[src/rtl/rtc_alarm_pkg.sv]
package rtc_alarm_pkg;
  localparam int unsigned BYTE_W   = 8;
  localparam int unsigned MASK_BIT = BYTE_W - 1;
  localparam int unsigned DYDT_BIT = BYTE_W - 2;
  localparam int unsigned VAL_W    = BYTE_W - 1;  // sec/min/hour compared bits
  localparam int unsigned DD_W     = BYTE_W - 2;  // day/date compared bits
  localparam int unsigned NUM_TOD  = 3;           // sec, min, hour

  typedef logic [BYTE_W-1:0] alm_byte_t;
  typedef logic [NUM_TOD-1:0][BYTE_W-1:0] tod_set_t;
  typedef logic [NUM_TOD-1:0][VAL_W-1:0]  tod_now_t;
endpackage

[src/rtl/alarm_field_cmp.sv]
module alarm_field_cmp #(
  parameter int unsigned CMP_W = 7
) (
  input  logic             mask_i,
  input  logic [CMP_W-1:0] set_i,
  input  logic [CMP_W-1:0] cur_i,
  output logic             hit_o
);
  assign hit_o = mask_i | (set_i == cur_i);
endmodule

[src/rtl/alarm_unit.sv]
module alarm_unit
  import rtc_alarm_pkg::*;
(
  input  logic              clk_i,
  input  logic              rst_ni,
  input  logic              tick_i,
  input  logic              clr_i,
  input  tod_set_t          tod_set_i,
  input  tod_now_t          tod_now_i,
  input  alm_byte_t         dd_set_i,
  input  logic [DD_W-1:0]   now_day_i,
  input  logic [DD_W-1:0]   now_date_i,
  output logic              flag_o
);
  logic [NUM_TOD-1:0] tod_hit;
  logic               dd_hit;
  logic [DD_W-1:0]    dd_cur;
  logic               match;
  logic               flag_q;

  for (genvar g = 0; g < NUM_TOD; g++) begin : g_tod
    alarm_field_cmp #(.CMP_W(VAL_W)) i_cmp (
      .mask_i (tod_set_i[g][MASK_BIT]),
      .set_i  (tod_set_i[g][VAL_W-1:0]),
      .cur_i  (tod_now_i[g]),
      .hit_o  (tod_hit[g])
    );
  end

  assign dd_cur = dd_set_i[DYDT_BIT] ? now_day_i : now_date_i;

  alarm_field_cmp #(.CMP_W(DD_W)) i_dd_cmp (
    .mask_i (dd_set_i[MASK_BIT]),
    .set_i  (dd_set_i[DD_W-1:0]),
    .cur_i  (dd_cur),
    .hit_o  (dd_hit)
  );

  assign match = (&tod_hit) & dd_hit;

  // set has priority over clear
  always_ff @(posedge clk_i or negedge rst_ni) begin
    if (!rst_ni)               flag_q <= 1'b0;
    else if (tick_i && match)  flag_q <= 1'b1;
    else if (clr_i)            flag_q <= 1'b0;
  end

  assign flag_o = flag_q;
endmodule

[src/rtl/alarm_int_route.sv]
module alarm_int_route (
  input  logic a1_flag_i,
  input  logic a2_flag_i,
  input  logic a1_ie_i,
  input  logic a2_ie_i,
  input  logic intcn_i,
  output logic int_a_no,
  output logic int_b_no
);
  logic a1_act, a2_act;
  assign a1_act   = a1_flag_i & a1_ie_i;
  assign a2_act   = a2_flag_i & a2_ie_i;
  assign int_a_no = ~(a1_act | (intcn_i & a2_act));
  assign int_b_no = ~(~intcn_i & a2_act);
endmodule

[src/rtl/dual_alarm_cmp.sv]
module dual_alarm_cmp
  import rtc_alarm_pkg::*;
(
  input  logic              clk_i,
  input  logic              rst_ni,
  input  logic              tick_i,
  input  logic [VAL_W-1:0]  now_sec_i,
  input  logic [VAL_W-1:0]  now_min_i,
  input  logic [VAL_W-1:0]  now_hour_i,
  input  logic [DD_W-1:0]   now_day_i,
  input  logic [DD_W-1:0]   now_date_i,
  input  logic [BYTE_W-1:0] a1_sec_i,
  input  logic [BYTE_W-1:0] a1_min_i,
  input  logic [BYTE_W-1:0] a1_hour_i,
  input  logic [BYTE_W-1:0] a1_dd_i,
  input  logic [BYTE_W-1:0] a2_min_i,
  input  logic [BYTE_W-1:0] a2_hour_i,
  input  logic [BYTE_W-1:0] a2_dd_i,
  input  logic              a1_ie_i,
  input  logic              a2_ie_i,
  input  logic              intcn_i,
  input  logic              a1_clr_i,
  input  logic              a2_clr_i,
  output logic              a1_flag_o,
  output logic              a2_flag_o,
  output logic              int_a_no,
  output logic              int_b_no
);
  tod_now_t tod_now;
  tod_set_t a1_tod, a2_tod;

  assign tod_now = {now_hour_i, now_min_i, now_sec_i};
  assign a1_tod  = {a1_hour_i, a1_min_i, a1_sec_i};
  // alarm 2 seconds: unmasked, fixed at 00
  assign a2_tod  = {a2_hour_i, a2_min_i, alm_byte_t'(0)};

  alarm_unit i_alarm1 (
    .clk_i, .rst_ni, .tick_i,
    .clr_i      (a1_clr_i),
    .tod_set_i  (a1_tod),
    .tod_now_i  (tod_now),
    .dd_set_i   (a1_dd_i),
    .now_day_i  (now_day_i),
    .now_date_i (now_date_i),
    .flag_o     (a1_flag_o)
  );

  alarm_unit i_alarm2 (
    .clk_i, .rst_ni, .tick_i,
    .clr_i      (a2_clr_i),
    .tod_set_i  (a2_tod),
    .tod_now_i  (tod_now),
    .dd_set_i   (a2_dd_i),
    .now_day_i  (now_day_i),
    .now_date_i (now_date_i),
    .flag_o     (a2_flag_o)
  );

  alarm_int_route i_route (
    .a1_flag_i (a1_flag_o),
    .a2_flag_i (a2_flag_o),
    .a1_ie_i, .a2_ie_i, .intcn_i,
    .int_a_no, .int_b_no
  );
endmodule

[config.mk]
export PLATFORM = sky130hd
export DESIGN_NAME = dual_alarm_cmp
export DESIGN_NICKNAME = d
export VERILOG_FILES = /design/src/rtl/rtc_alarm_pkg.sv /design/src/rtl/alarm_field_cmp.sv /design/src/rtl/alarm_unit.sv /design/src/rtl/alarm_int_route.sv /design/src/rtl/dual_alarm_cmp.sv
export SDC_FILE = /design/constraint.sdc
export NUM_CORES = 1
export LEC_CHECK = 0
export BUFFER_PORTS_ARGS = -buffer_cell sky130_fd_sc_hd__buf_2
export CAP_MARGIN = 20
export CORE_MARGIN = 2
export CORE_UTILIZATION = 28
export CTS_CLUSTER_DIAMETER = 200
export CTS_CLUSTER_SIZE = 25
export DETAILED_ROUTE_END_ITERATION = 8
export PLACE_DENSITY = 0.85
export SLEW_MARGIN = 40
export SYNTH_ARGS = -nofsm -noshare
export SYNTH_HDL_FRONTEND = slang
export SYNTH_SLANG_ARGS = --single-unit
[constraint.sdc]
create_clock -name clk_i -period 0.8 [get_ports clk_i]
set_clock_uncertainty 0.2 [all_clocks]
set_input_delay 0.12 -clock clk_i [delete_from_list [all_inputs] [get_ports clk_i]]
set_output_delay 0.12 -clock clk_i [all_outputs]
set_load 0.05 [all_outputs]
After elaboration in Yosys (flattened, before gate mapping) --
Index checks and enable logic that the tools add are counted.
Cells by class: eq/ne operators 7, multiplexer cells 6, bitwise logic cells 17, reduce and logical (&&, ||, !) cells 7
Operators by type and width (count):
- 7-bit == test | 5
- 6-bit == test | 2
- 6-bit 2-to-1 mux | 2
- 1-bit OR | 8
- 7-bit logical NOT | 1
- 1-bit AND | 6
- 3-bit AND reduction | 2
- 1-bit 2-to-1 mux | 4
- 2-bit nonzero test | 2
- 1-bit NOT | 3
- 1-bit logical AND | 2
Storage, ports and cells: register bits after elaboration 2, input bits 97, output and inout port bits 4, word-level logic and storage cells 39

Logic depth before layout (Yosys ltp) --
Gate-level depths: netlist of the first run.
word-level depth 6, gate-level depth with buffers 6, mapped depth without buffers 5

Modules after synthesis --
A second synthesis of the first run with hierarchy kept.
Unflattened totals: cells, all modules 97, area, all modules 910.9 um^2
By module, submodules not included:
- alarm_field_cmp (i_alarm1.g_tod[0].i_cmp ...) | times used 6, cells an instance 9, area each 77.6 um^2, sequential area each 0.0 um^2
- alarm_unit | times used 2, cells an instance 12, area each 145.1 um^2, sequential area each 25.0 um^2
- alarm_field_cmp (i_alarm1.i_dd_cmp ...) | times used 2, cells an instance 8, area each 67.6 um^2, sequential area each 0.0 um^2
- alarm_int_route | times used 1, cells an instance 2, area each 16.3 um^2, sequential area each 0.0 um^2
- dual_alarm_cmp | times used 1, cells an instance 1, area each 3.8 um^2, sequential area each 0.0 um^2

Worst setup path before layout of the first run --
No wires, ideal clock.
path kind reg2out, start point register i_alarm2.flag_q (netlist: i_alarm2.flag_o), end point output port int_a_no, arrival time 1.543 ns, required time 0.480 ns, setup slack -1.063 ns, stages on the path, launching flop included 2, path buffers 0, path through dfrtp_1 -> a32oi_1
On the way: cells in the longest elaborated chain, start to end 4
RTL lines:
- start, declared | line alarm_unit.sv:19 | logic flag_q;
- start signal, assigned | line alarm_unit.sv:43 | if (!rst_ni) flag_q <= 1'b0;
- start signal, assigned | line alarm_unit.sv:44 | else if (tick_i && match) flag_q <= 1'b1;
- start signal, assigned | line alarm_unit.sv:45 | else if (clr_i) flag_q <= 1'b0;
- 1-bit AND | line alarm_int_route.sv:12 | assign a2_act = a2_flag_i & a2_ie_i;
- 1-bit AND | line alarm_int_route.sv:13 | assign int_a_no = ~(a1_act | (intcn_i & a2_act));
- 1-bit OR | line alarm_int_route.sv:13
- 1-bit NOT | line alarm_int_route.sv:13
- end, declared | line dual_alarm_cmp.sv:26 | output logic int_a_no,
No other way between the ends.

Worst setup path after layout of the first run --
start point register i_alarm2.flag_q (netlist: i_alarm2.flag_o), end point output port int_b_no
On the way: cells in the longest elaborated chain, start to end 3
RTL lines:
- 1-bit AND | line alarm_int_route.sv:12
- 1-bit AND | line alarm_int_route.sv:14 | assign int_b_no = ~(~intcn_i & a2_act);
- 1-bit NOT | line alarm_int_route.sv:14
- end, declared | line dual_alarm_cmp.sv:27 | output logic int_b_no
No other way between the ends.

==> flow_metrics.env, run 1 <==
export IMPL_drt_iter0_drc=6
export IMPL_worst_setup_path_end_kind="output port"
export IMPL_fin_crit_ns=1.33
export IMPL_num_antenna_cells=0
export IMPL_synth_warnings=0
export IMPL_synth_simple_area_share_pct=12.0
export IMPL_grt_ovfl_total=0
export IMPL_crit_chain="buf_6 -> nand3b_1 -> buf_6"
export IMPL_dp_hpwl_um=2640
export IMPL_r2r_end="i_alarm2.flag_o"
export IMPL_viasPerCell=4.83
export IMPL_vias=1144
export IMPL_cts_tree="built"
export IMPL_max_slew_margin_pct=75.9
export IMPL_drv_slew=0
export IMPL_drt_pass1_iterations=4
export IMPL_rr_worst_depth=4
export IMPL_syn_inst=88
export IMPL_arrival_ns=1.01
export IMPL_drc=0
export IMPL_hp_class="input port to flip-flop"
export IMPL_core_area_sq_um=2520
export IMPL_synthAdderAreaFrac_pct=0
export IMPL_synth_cell_type_count=18
export IMPL_final_nets=306
export IMPL_finalHoldViolCount=2
export IMPL_synth_top_family_by_area="XOR/XNOR gates"
export IMPL_r2r_start="i_alarm2.flag_o"
export IMPL_synthXorXnorAreaFrac_pct=54.0
export IMPL_seqPwrFrac_pct=9.7
export IMPL_crit_fanout=3
export IMPL_post_route_period_util_pct=167
export IMPL_yosysTopAreaCellShare_pct=31.0
export IMPL_required_ns=0.48
export IMPL_cts_root_buf="clkbuf_4"
export IMPL_dp_cells=232
export IMPL_drive_gt1_share_pct=63.3
export IMPL_violations="negative hold slack, negative setup slack"
export IMPL_slowest_delay_ns=0.42
export IMPL_ys_top_cells_by_area="xnor2_1, xor2_1, mux2i_1"
export IMPL_max_cap_viol_count=0
export IMPL_syn_to_final_growth_pct=111
export IMPL_swShare_pct=34.9
export IMPL_finalSetupTns_ns=-2.84
export IMPL_track_usage_pct=19.0
export IMPL_final_util_pct=63.6
export IMPL_synth_mux_area_share_pct=15.8
export IMPL_grt_max_degree=6
export IMPL_path_clk_slew_ns=0.03
export IMPL_wirelength_um=3120
export IMPL_ir_drop_uv=452
export IMPL_setup_viol=6
export IMPL_grt_pass1_vias=1209
export IMPL_cts_sinks=2
export IMPL_die_w_um=56.2
export IMPL_cpMaxStageDelayCell="dfrtp_2"
export IMPL_syn_nets=185
export IMPL_holdPathEnd="i_alarm1.flag_o"
export IMPL_wl_per_cell_um=13.2
export IMPL_placement_rows=18
export IMPL_clock_latency_ns=0.22
export IMPL_multiInputGateArea_sq_um=769
export IMPL_synth_compound_area_share_pct=8.70
export IMPL_ant_nets=0
export IMPL_leakagePower_nw=0.780
export IMPL_yosysTopAreaCell="xnor2_1"
export IMPL_rsz0062_at_grt="true"
export IMPL_cell_internal_pwr_w=0.000716
export IMPL_worstHoldPathCells=2
export IMPL_setup_ws_ns=-0.535
export IMPL_synth_avg_cell_area_sq_um=8.66
export IMPL_seq_area_frac_synth_pct=6.57
export IMPL_gp_congestion=0.864
export IMPL_nFillCells=231
export IMPL_grt_pass1_wl_um=4730
export IMPL_cts_hold_buf=1
export IMPL_setup_worst_path_start_class="flip-flop"
export IMPL_critPathKind="flip-flop to output port"
export IMPL_p_per_area_nw_per_um2=686
export IMPL_worstMarginPinSlew_ns=0.358
export IMPL_ios=101
export IMPL_htree_num_levels=1
export IMPL_outcome="finished with violations"
export IMPL_seq_area_sq_um=52.6
export IMPL_synth_seq_cells=2
export IMPL_fmax_mhz=749
export IMPL_die_h_um=56.2
export IMPL_antenna_found_initial=0
export IMPL_holdWs_ns=-0.122
export IMPL_synth_area_sq_um=762
export IMPL_die_area_sq_um=3150
export IMPL_max_clock_path_buffers=2
export IMPL_clockPowerShare_pct=20.7
export IMPL_cts_buffers=3
export IMPL_start_util_pct=30.2
export IMPL_p_comb_share_pct=69.6
export IMPL_r2r_slack_ns=-0.30
export IMPL_placed_area_sq_um=1430
export IMPL_final_area_sq_um=1600
export IMPL_pre_cts_ws_ns=-0.797
export IMPL_port_buffer_count=100
export IMPL_worstHoldStart="a1_clr_i"
export IMPL_crit_top_cell="buf_6"
export IMPL_switchingPower_w=0.000384
export IMPL_fin_cells=237
## how the worst max path moves through the flow
| stage | cells after the start | slack, ns | endpoint | start |
|---|---|---|---|---|
| global placement | 6 | -0.76 | i_alarm1.flag_o | a1_dd_i[6] |
| CTS | 3 | -0.54 | int_b_no | i_alarm2.flag_o |
| floorplan | 6 | -0.54 | i_alarm1.flag_o | a1_dd_i[6] |
| finish | 3 | -0.53 | int_b_no | i_alarm2.flag_o |
| detailed placement | 6 | -0.80 | i_alarm1.flag_o | a1_dd_i[6] |
| global route | 6 | -0.59 | i_alarm1.flag_o | a1_dd_i[6] |
## logic make-up after synthesis
family	count (synthesis)
DFF	2
buffers and inverters	4
AOI/OAI and AO/OA	9
and+or+nand+nor	14
muxes	12
xor gates and xnor gates	47
## final cells by class
| class | instances | share of cell area (%) |
|---|---|---|
| clock buffer | 3 | 1.40 |
| inverter | 2 | 0.468 |
| multi-input combinational | 82 | 48.0 |
| sequential | 2 | 3.28 |
| tap | 30 | 2.34 |
| timing repair buffer | 118 | 44.5 |
## synth_stat cells
| cell type | instances |
|---|---|
| a41o_1 | 1 |
| nand3b_1 | 1 |
| buf_6 | 1 |
| nand4_1 | 4 |
| o22ai_1 | 2 |
| o21ai_0 | 1 |
| o32ai_1 | 1 |
| inv_1 | 2 |
| dfrtp_1 | 2 |
| clkbuf_1 | 1 |
| mux2i_1 | 12 |
| xnor2_1 | 27 |
| nor4_1 | 8 |
| nor4b_1 | 1 |
| a32oi_1 | 1 |
| xor2_1 | 20 |
| o2111ai_1 | 1 |
| a31oi_1 | 2 |
## critical path, delay by kind of cell (launching register included)
family	cells	cell delay [ns]
simple gates	1	0.09
buf+inv	2	0.29
flops	1	0.42
## state kept, by name, indices dropped and copies added, names as in the netlist
name / count
i_alarm1.flag_o: 1
i_alarm2.flag_o: 1
## cell usage in the layout, fill, tap and decap left out
| master | count |
|---|---|
| mux2i_4 | 2 |
| mux2i_1 | 9 |
| clkbuf_4 | 3 |
| nand3b_1 | 1 |
| xor2_1 | 20 |
| nand4_1 | 4 |
| o21ai_0 | 1 |
| dfrtp_2 | 2 |
| o22ai_1 | 2 |
| mux2i_2 | 1 |
| inv_1 | 2 |
| nor4_1 | 5 |
| buf_2 | 91 |
| a32oi_4 | 1 |
| buf_8 | 2 |
| buf_4 | 16 |
| o2111ai_2 | 1 |
| o32ai_2 | 1 |
| a31oi_1 | 2 |
| a41o_1 | 1 |
| buf_12 | 1 |
| nor4_2 | 3 |
| xnor2_1 | 27 |
| nor4b_1 | 1 |
| dlygate4sd3_1 | 1 |
| buf_6 | 7 |
## per-stage QoR
step           power [W]  hold WS (ns)
2_1_floorplan   0.000418        -0.376
3_3_place_gp    0.000773        -0.291
3_5_place_dp    0.000794        -0.289
4_1_cts          0.00107        -0.132
5_1_grt          0.00117        -0.107
6_report         0.00110        -0.122
## metal layers
metal	global-route usage, %	share of wire (%)	up-vias
met3	3.72	8.1	10
met2	41.2	60	62
met4	9.86	2.4	0
met1	15.1	30	513
met5	0	0	-
li1	-	-	559
## what timing repair did
action	CTS	global route
setup endpoints to repair	6	6
pin swaps	8	9
cloned	0	0
gates resized for setup	16	15
setup buffers	1	0
endpoints found under the hold margin	4	2
## power by group through the flow
stage | registers, W | clock network [W] | logic (W)
after global placement | 0.000108 | 0 | 0.000665
after floorplan | 0.000116 | 0 | 0.000302
after detailed placement | 0.000108 | 0 | 0.000686
final | 0.000107 | 0.000227 | 0.000766
after global routing | 0.000107 | 0.000238 | 0.000829
after CTS | 0.000107 | 0.000237 | 0.000722
Note: power is estimated with default switching activity, not from simulation.
==> inputs of run 2 (changes only) <==
- CORE_UTILIZATION: 28 -> 34
- PLACE_DENSITY: 0.85 -> 0.95
- clock period: 0.8 -> 1.72 ns (I/O delays scaled with it)
==> run 2 against run 1 <==
The run now ends clean. Sequential share of layout area increased by 0.47 points. Clock power decreased by 54%. Critical path type unchanged. Critical path depth decreased by 1. Count of clock-buffer cells in the layout unchanged. Worst setup slack improved by 0.67 ns. Highest routed layer unchanged. First-iteration DRC count increased by 50%. Final area decreased by 17%. Cell count decreased by 7.2%. Critical endpoint is now int_a_no. Core utilization decreased by 1.9 points. Via count decreased by 7.1%.
==> flow_metrics.env, run 2 (synthesis gave the netlist of run 1 again) <==
export IMPL_drv_slew=0
export IMPL_switchingPower_w=0.000155
export IMPL_max_slew_margin_pct=78.0
export IMPL_cts_root_buf="clkbuf_4"
export IMPL_port_buffer_count=100
export IMPL_wl_per_cell_um=12.6
export IMPL_max_cap_viol_count=0
export IMPL_leakagePower_nw=0.687
export IMPL_ant_nets=0
export IMPL_required_ns=1.26
export IMPL_cpMaxStageDelayCell="dfrtp_1"
export IMPL_final_area_sq_um=1340
export IMPL_arrival_ns=1.13
export IMPL_grt_pass1_wl_um=3970
export IMPL_cts_sinks=2
export IMPL_fin_crit_ns=1.58
export IMPL_finalHoldViolCount=0
export IMPL_gp_congestion=0.880
export IMPL_syn_to_final_growth_pct=75.5
export IMPL_fmax_mhz=632
export IMPL_grt_max_degree=7
export IMPL_drt_iter0_drc=9
export IMPL_final_common_cell="buf_2"
export IMPL_p_total_w=0.000449
export IMPL_core_area_sq_um=2170
export IMPL_drive_gt1_share_pct=55.2
export IMPL_path_depth=2
export IMPL_swShare_pct=34.6
export IMPL_finalSetupTns_ns=0
export IMPL_placement_rows=17
export IMPL_grt_ovfl_total=0
export IMPL_cpLargestDelayFamily="flip-flops"
export IMPL_clock_latency_ns=0.22
export IMPL_viasPerCell=4.83
export IMPL_wirelength_um=2760
export IMPL_slowest_delay_ns=0.41
export IMPL_crit_buf_inv=1
export IMPL_grt_pass1_vias=1081
export IMPL_htree_num_levels=1
export IMPL_placed_area_sq_um=1310
export IMPL_ir_drop_uv=187
export IMPL_cts_tree="built"
export IMPL_final_nets=291
export IMPL_worstHoldPathCells=2
export IMPL_critPathKind="flip-flop to output port"
export IMPL_outcome="finished clean"
export IMPL_crit_chain="a32oi_2 -> buf_2"
export IMPL_max_clock_path_buffers=2
export IMPL_track_usage_pct=20.2
export IMPL_hp_class="input port to flip-flop"
export IMPL_crit_fanout=4
export IMPL_clockPowerShare_pct=23.2
export IMPL_die_h_um=51.3
export IMPL_antenna_found_initial=0
export IMPL_path_clk_slew_ns=0.03
export IMPL_vias=1063
export IMPL_p_comb_share_pct=65.8
export IMPL_die_area_sq_um=2640
export IMPL_rsz0062_at_grt="false"
export IMPL_drt_pass1_iterations=4
export IMPL_drc=0
export IMPL_p_per_area_nw_per_um2=336
export IMPL_seqPwrFrac_pct=11.0
export IMPL_cts_buffers=3
export IMPL_setup_viol=0
export IMPL_num_antenna_cells=0
export IMPL_setup_worst_path_start_class="flip-flop"
export IMPL_die_w_um=51.3
export IMPL_start_util_pct=35.1
export IMPL_post_cts_resized=0
export IMPL_dp_hpwl_um=2550
export IMPL_rr_worst_depth=2
export IMPL_post_route_period_util_pct=92.1
export IMPL_final_cell_mix="buf_2, xnor2_1, xor2_1"
export IMPL_worstMarginPinSlew_ns=0.325
export IMPL_worst_setup_path_end_kind="output port"
export IMPL_ios=101
export IMPL_cell_internal_pwr_w=0.000294
[run 2: cell type report]
cell class	count	area, sq um
Clock buffer	3	22.5
Sequential cell	2	50.0
Inverter	2	7.51
Fill cell	202	832
Tap cell	28	35.0
Multi-Input combinational cell	82	697
Timing Repair Buffer	103	526
[run 2: timing repair]
item                      4_1_cts  5_1_grt
hold endpoints to repair        2        0
hold buffers                    1        0
setup buffers                   0        0
[run 2: path summary, 6_finish.rpt]
kind	slack (ns)	from	end
min in group asynchronous	0.16	rst_ni	i_alarm1.flag_o
min	0.02	a1_clr_i	i_alarm1.flag_o
max reg2reg	0.85	i_alarm2.flag_o	i_alarm2.flag_o
max in group asynchronous	1.06	rst_ni	i_alarm2.flag_o
max	0.14	i_alarm2.flag_o	int_a_no
min reg2reg	0.38	i_alarm1.flag_o	i_alarm1.flag_o
[run 2: per-stage QoR]
step,worst slack (ns),utilization [%],std cells,hold WS (ns)
final,0.137,61.6,220,0.0154
after global routing,0.0428,61.6,220,0.00781
after CTS,0.136,61.6,220,0.00963
after detailed placement,-0.0381,60.1,216,-0.156
after global placement,0.00405,60.1,216,-0.157
after floorplan,0.0318,-,88,-0.238
[run 2: metal layers]
metal  GRT usage (%)  up-vias  routed length, um
met5               0        -                  0
met4            11.0        0                 11
met3            3.22        2                246
li1                -      530                  -
met2            43.1       60               1580
met1            16.9      471                926
[run 2: power groups by stage]
stage          clock [W]  sequential [W]  combinational [W]
2_1_floorplan          0       0.0000533           0.000134
3_3_place_gp           0       0.0000497           0.000284
3_5_place_dp           0       0.0000498           0.000295
4_1_cts         0.000109       0.0000494           0.000298
5_1_grt         0.000119       0.0000493           0.000321
6_report        0.000104       0.0000494           0.000295
==> inputs of run 3 (changes only) <==
==> constraint.sdc (replaced) <==
create_clock -name clk_i -period 1.72 [get_ports clk_i]
set_clock_uncertainty 0.2 [all_clocks]
set_input_delay 0.172 -clock clk_i [delete_from_list [all_inputs] [get_ports clk_i]]
set_output_delay 0.172 -clock clk_i [all_outputs]
set_load 0.05 [all_outputs]
==> run 3 against run 2 <==
Cell count stayed put. Sequential share of layout area hardly changed. Count of clock-buffer cells in the layout stayed put. Via count is 0.75% lower. Largest cell class unchanged. Final area grew 0.37%. Global-route usage fell by 0.67 points. Power down 0.42%. Maximum frequency is 7.4% higher. Highest routed layer unchanged. Die area unchanged. Critical path type unchanged. Critical endpoint unchanged. Sequential cell count is the same.
==> flow_metrics.env, run 3 (synthesis gave the netlist of run 1 again) <==
export IMPL_port_buffer_count=100
export IMPL_viasPerCell=4.80
export IMPL_post_route_period_util_pct=85.7
export IMPL_cts_tree="built"
export IMPL_p_comb_share_pct=65.8
export IMPL_worstMarginPinSlew_ns=0.310
export IMPL_use_met1_pct=17.1
export IMPL_worstHoldPathCells=3
export IMPL_rr_worst_depth=2
export IMPL_ir_drop_uv=200
export IMPL_core_area_sq_um=2170
export IMPL_placed_area_sq_um=1290
export IMPL_final_nets=291
export IMPL_antenna_found_initial=0
export IMPL_die_w_um=51.3
export IMPL_num_antenna_cells=0
export IMPL_placement_rows=17
export IMPL_r2r_end="i_alarm2.flag_o"
export IMPL_grt_ovfl_total=0
export IMPL_final_common_cell="buf_2"
export IMPL_crit_buf_inv=1
export IMPL_worst_setup_path_end_kind="output port"
export IMPL_wl_per_cell_um=12.4
export IMPL_final_area_sq_um=1340
export IMPL_leakagePower_nw=0.686
export IMPL_swShare_pct=34.3
export IMPL_start_util_pct=35.1
export IMPL_required_ns=1.35
export IMPL_hp_class="input port to flip-flop"
export IMPL_outcome="finished clean"
export IMPL_drv_slew=0
export IMPL_fmax_mhz=678
export IMPL_post_cts_resized=0
export IMPL_cts_buffers=3
export IMPL_gp_congestion=0.867
export IMPL_worstHoldStart="a2_dd_i[7]"
export IMPL_switchingPower_w=0.000153
export IMPL_p_per_area_nw_per_um2=333
export IMPL_ant_nets=0
export IMPL_setup_worst_path_start_class="flip-flop"
export IMPL_arrival_ns=1.10
export IMPL_grt_pass1_wl_um=3860
export IMPL_clockPowerShare_pct=23.2
export IMPL_grt_use_met2_pct=40.9
export IMPL_htree_num_levels=1
export IMPL_final_cell_mix="buf_2, xnor2_1, xor2_1"
export IMPL_path_depth=2
export IMPL_track_usage_pct=19.5
export IMPL_crit_chain="a32oi_2 -> buf_2"
export IMPL_drc=0
export IMPL_grt_use_met3_pct=2.92
export IMPL_max_slew_margin_pct=79.1
export IMPL_setup_viol=0
export IMPL_holdPathEnd="i_alarm2.flag_o"
export IMPL_r2r_start="i_alarm2.flag_o"
export IMPL_cpLargestDelayFamily="flip-flops"
export IMPL_r2r_slack_ns=0.86
export IMPL_clock_latency_ns=0.22
export IMPL_fin_crit_ns=1.47
export IMPL_rsz0062_at_grt="false"
export IMPL_cts_root_buf="clkbuf_4"
export IMPL_finalHoldViolCount=0
export IMPL_drt_pass1_iterations=4
export IMPL_drt_iter0_drc=8
export IMPL_cell_internal_pwr_w=0.000294
export IMPL_cpMaxStageDelayCell="dfrtp_1"
export IMPL_slowest_delay_ns=0.40
export IMPL_grt_pass1_vias=1045
export IMPL_ios=101
export IMPL_seqPwrFrac_pct=11.0
export IMPL_max_clock_path_buffers=2
export IMPL_die_h_um=51.3
export IMPL_vias=1055
export IMPL_dp_hpwl_um=2470
export IMPL_path_clk_slew_ns=0.03
export IMPL_crit_fanout=4
export IMPL_wirelength_um=2720
export IMPL_busiest_layer="met2"
export IMPL_drive_gt1_share_pct=54.2
export IMPL_cts_sinks=2
export IMPL_syn_to_final_growth_pct=76.2
export IMPL_grt_max_degree=7
export IMPL_critPathKind="flip-flop to output port"
export IMPL_finalSetupTns_ns=0
export IMPL_die_area_sq_um=2640
export IMPL_max_cap_viol_count=0
[run 3: cell types whose count changed in the layout (fill, tap and decap cells not counted), sizes merged]
cell	delta
buf	-2
dlygate4sd3	+2
[run 3: metrics by stage]
stage	hold slack, ns	worst slack, ns	cells	total power, W	utilization (%)
final	0.0298	0.245	220	0.000447	61.9
after global routing	0.0196	0.169	220	0.000487	61.9
after CTS	0.0231	0.232	220	0.000458	61.9
after detailed placement	-0.238	0.0289	214	0.000340	59.5
after global placement	-0.242	0.0889	214	0.000331	59.5
after floorplan	-0.324	0.118	88	0.000187	-
[run 3: power by group through the flow]
stage | sequential, W | clock, W | combinational [W]
finish | 0.0000493 | 0.000104 | 0.000294
global route | 0.0000493 | 0.000119 | 0.000319
CTS | 0.0000493 | 0.000112 | 0.000297
detailed placement | 0.0000498 | 0 | 0.000291
global placement | 0.0000497 | 0 | 0.000281
floorplan | 0.0000533 | 0 | 0.000134
[run 3: metal layers]
| layer | share of wire, % | wire length, um | vias up |
|---|---|---|---|
| met1 | 34 | 939 | 460 |
| met3 | 9.2 | 251 | 8 |
| met2 | 54 | 1480 | 57 |
| li1 | - | - | 530 |
| met5 | 0 | 0 | - |
| met4 | 2.1 | 56 | 0 |
[run 3: final cells by class]
cell class                 instances  area (sq um)
clock buffer                       3          22.5
inverter                           2          7.51
fill                             213           827
sequential                         2          50.0
multi-input combinational         82           697
timing repair buffer             103           531
tap                               28          35.0
[run 3: repair_timing]
item | CTS | global route
hold buffers | 3 | 0
setup buffers | 0 | 0
endpoints found under the hold margin | 4 | 0
[run 3: worst max-delay path by stage]
stage,start,end,slack (ns)
CTS,i_alarm2.flag_o,int_a_no,0.23
global placement,a1_dd_i[6],i_alarm1.flag_o,0.09
floorplan,i_alarm2.flag_o,int_a_no,0.12
finish,i_alarm2.flag_o,int_a_no,0.25
detailed placement,a1_dd_i[6],i_alarm1.flag_o,0.03
global route,a1_dd_i[6],i_alarm1.flag_o,0.17
[run 3: worst min-delay path: cells and delay by family]
kind / cells / cell delay, ns
compound gates: 2 / 0.14
buf+inv: 1 / 0.08
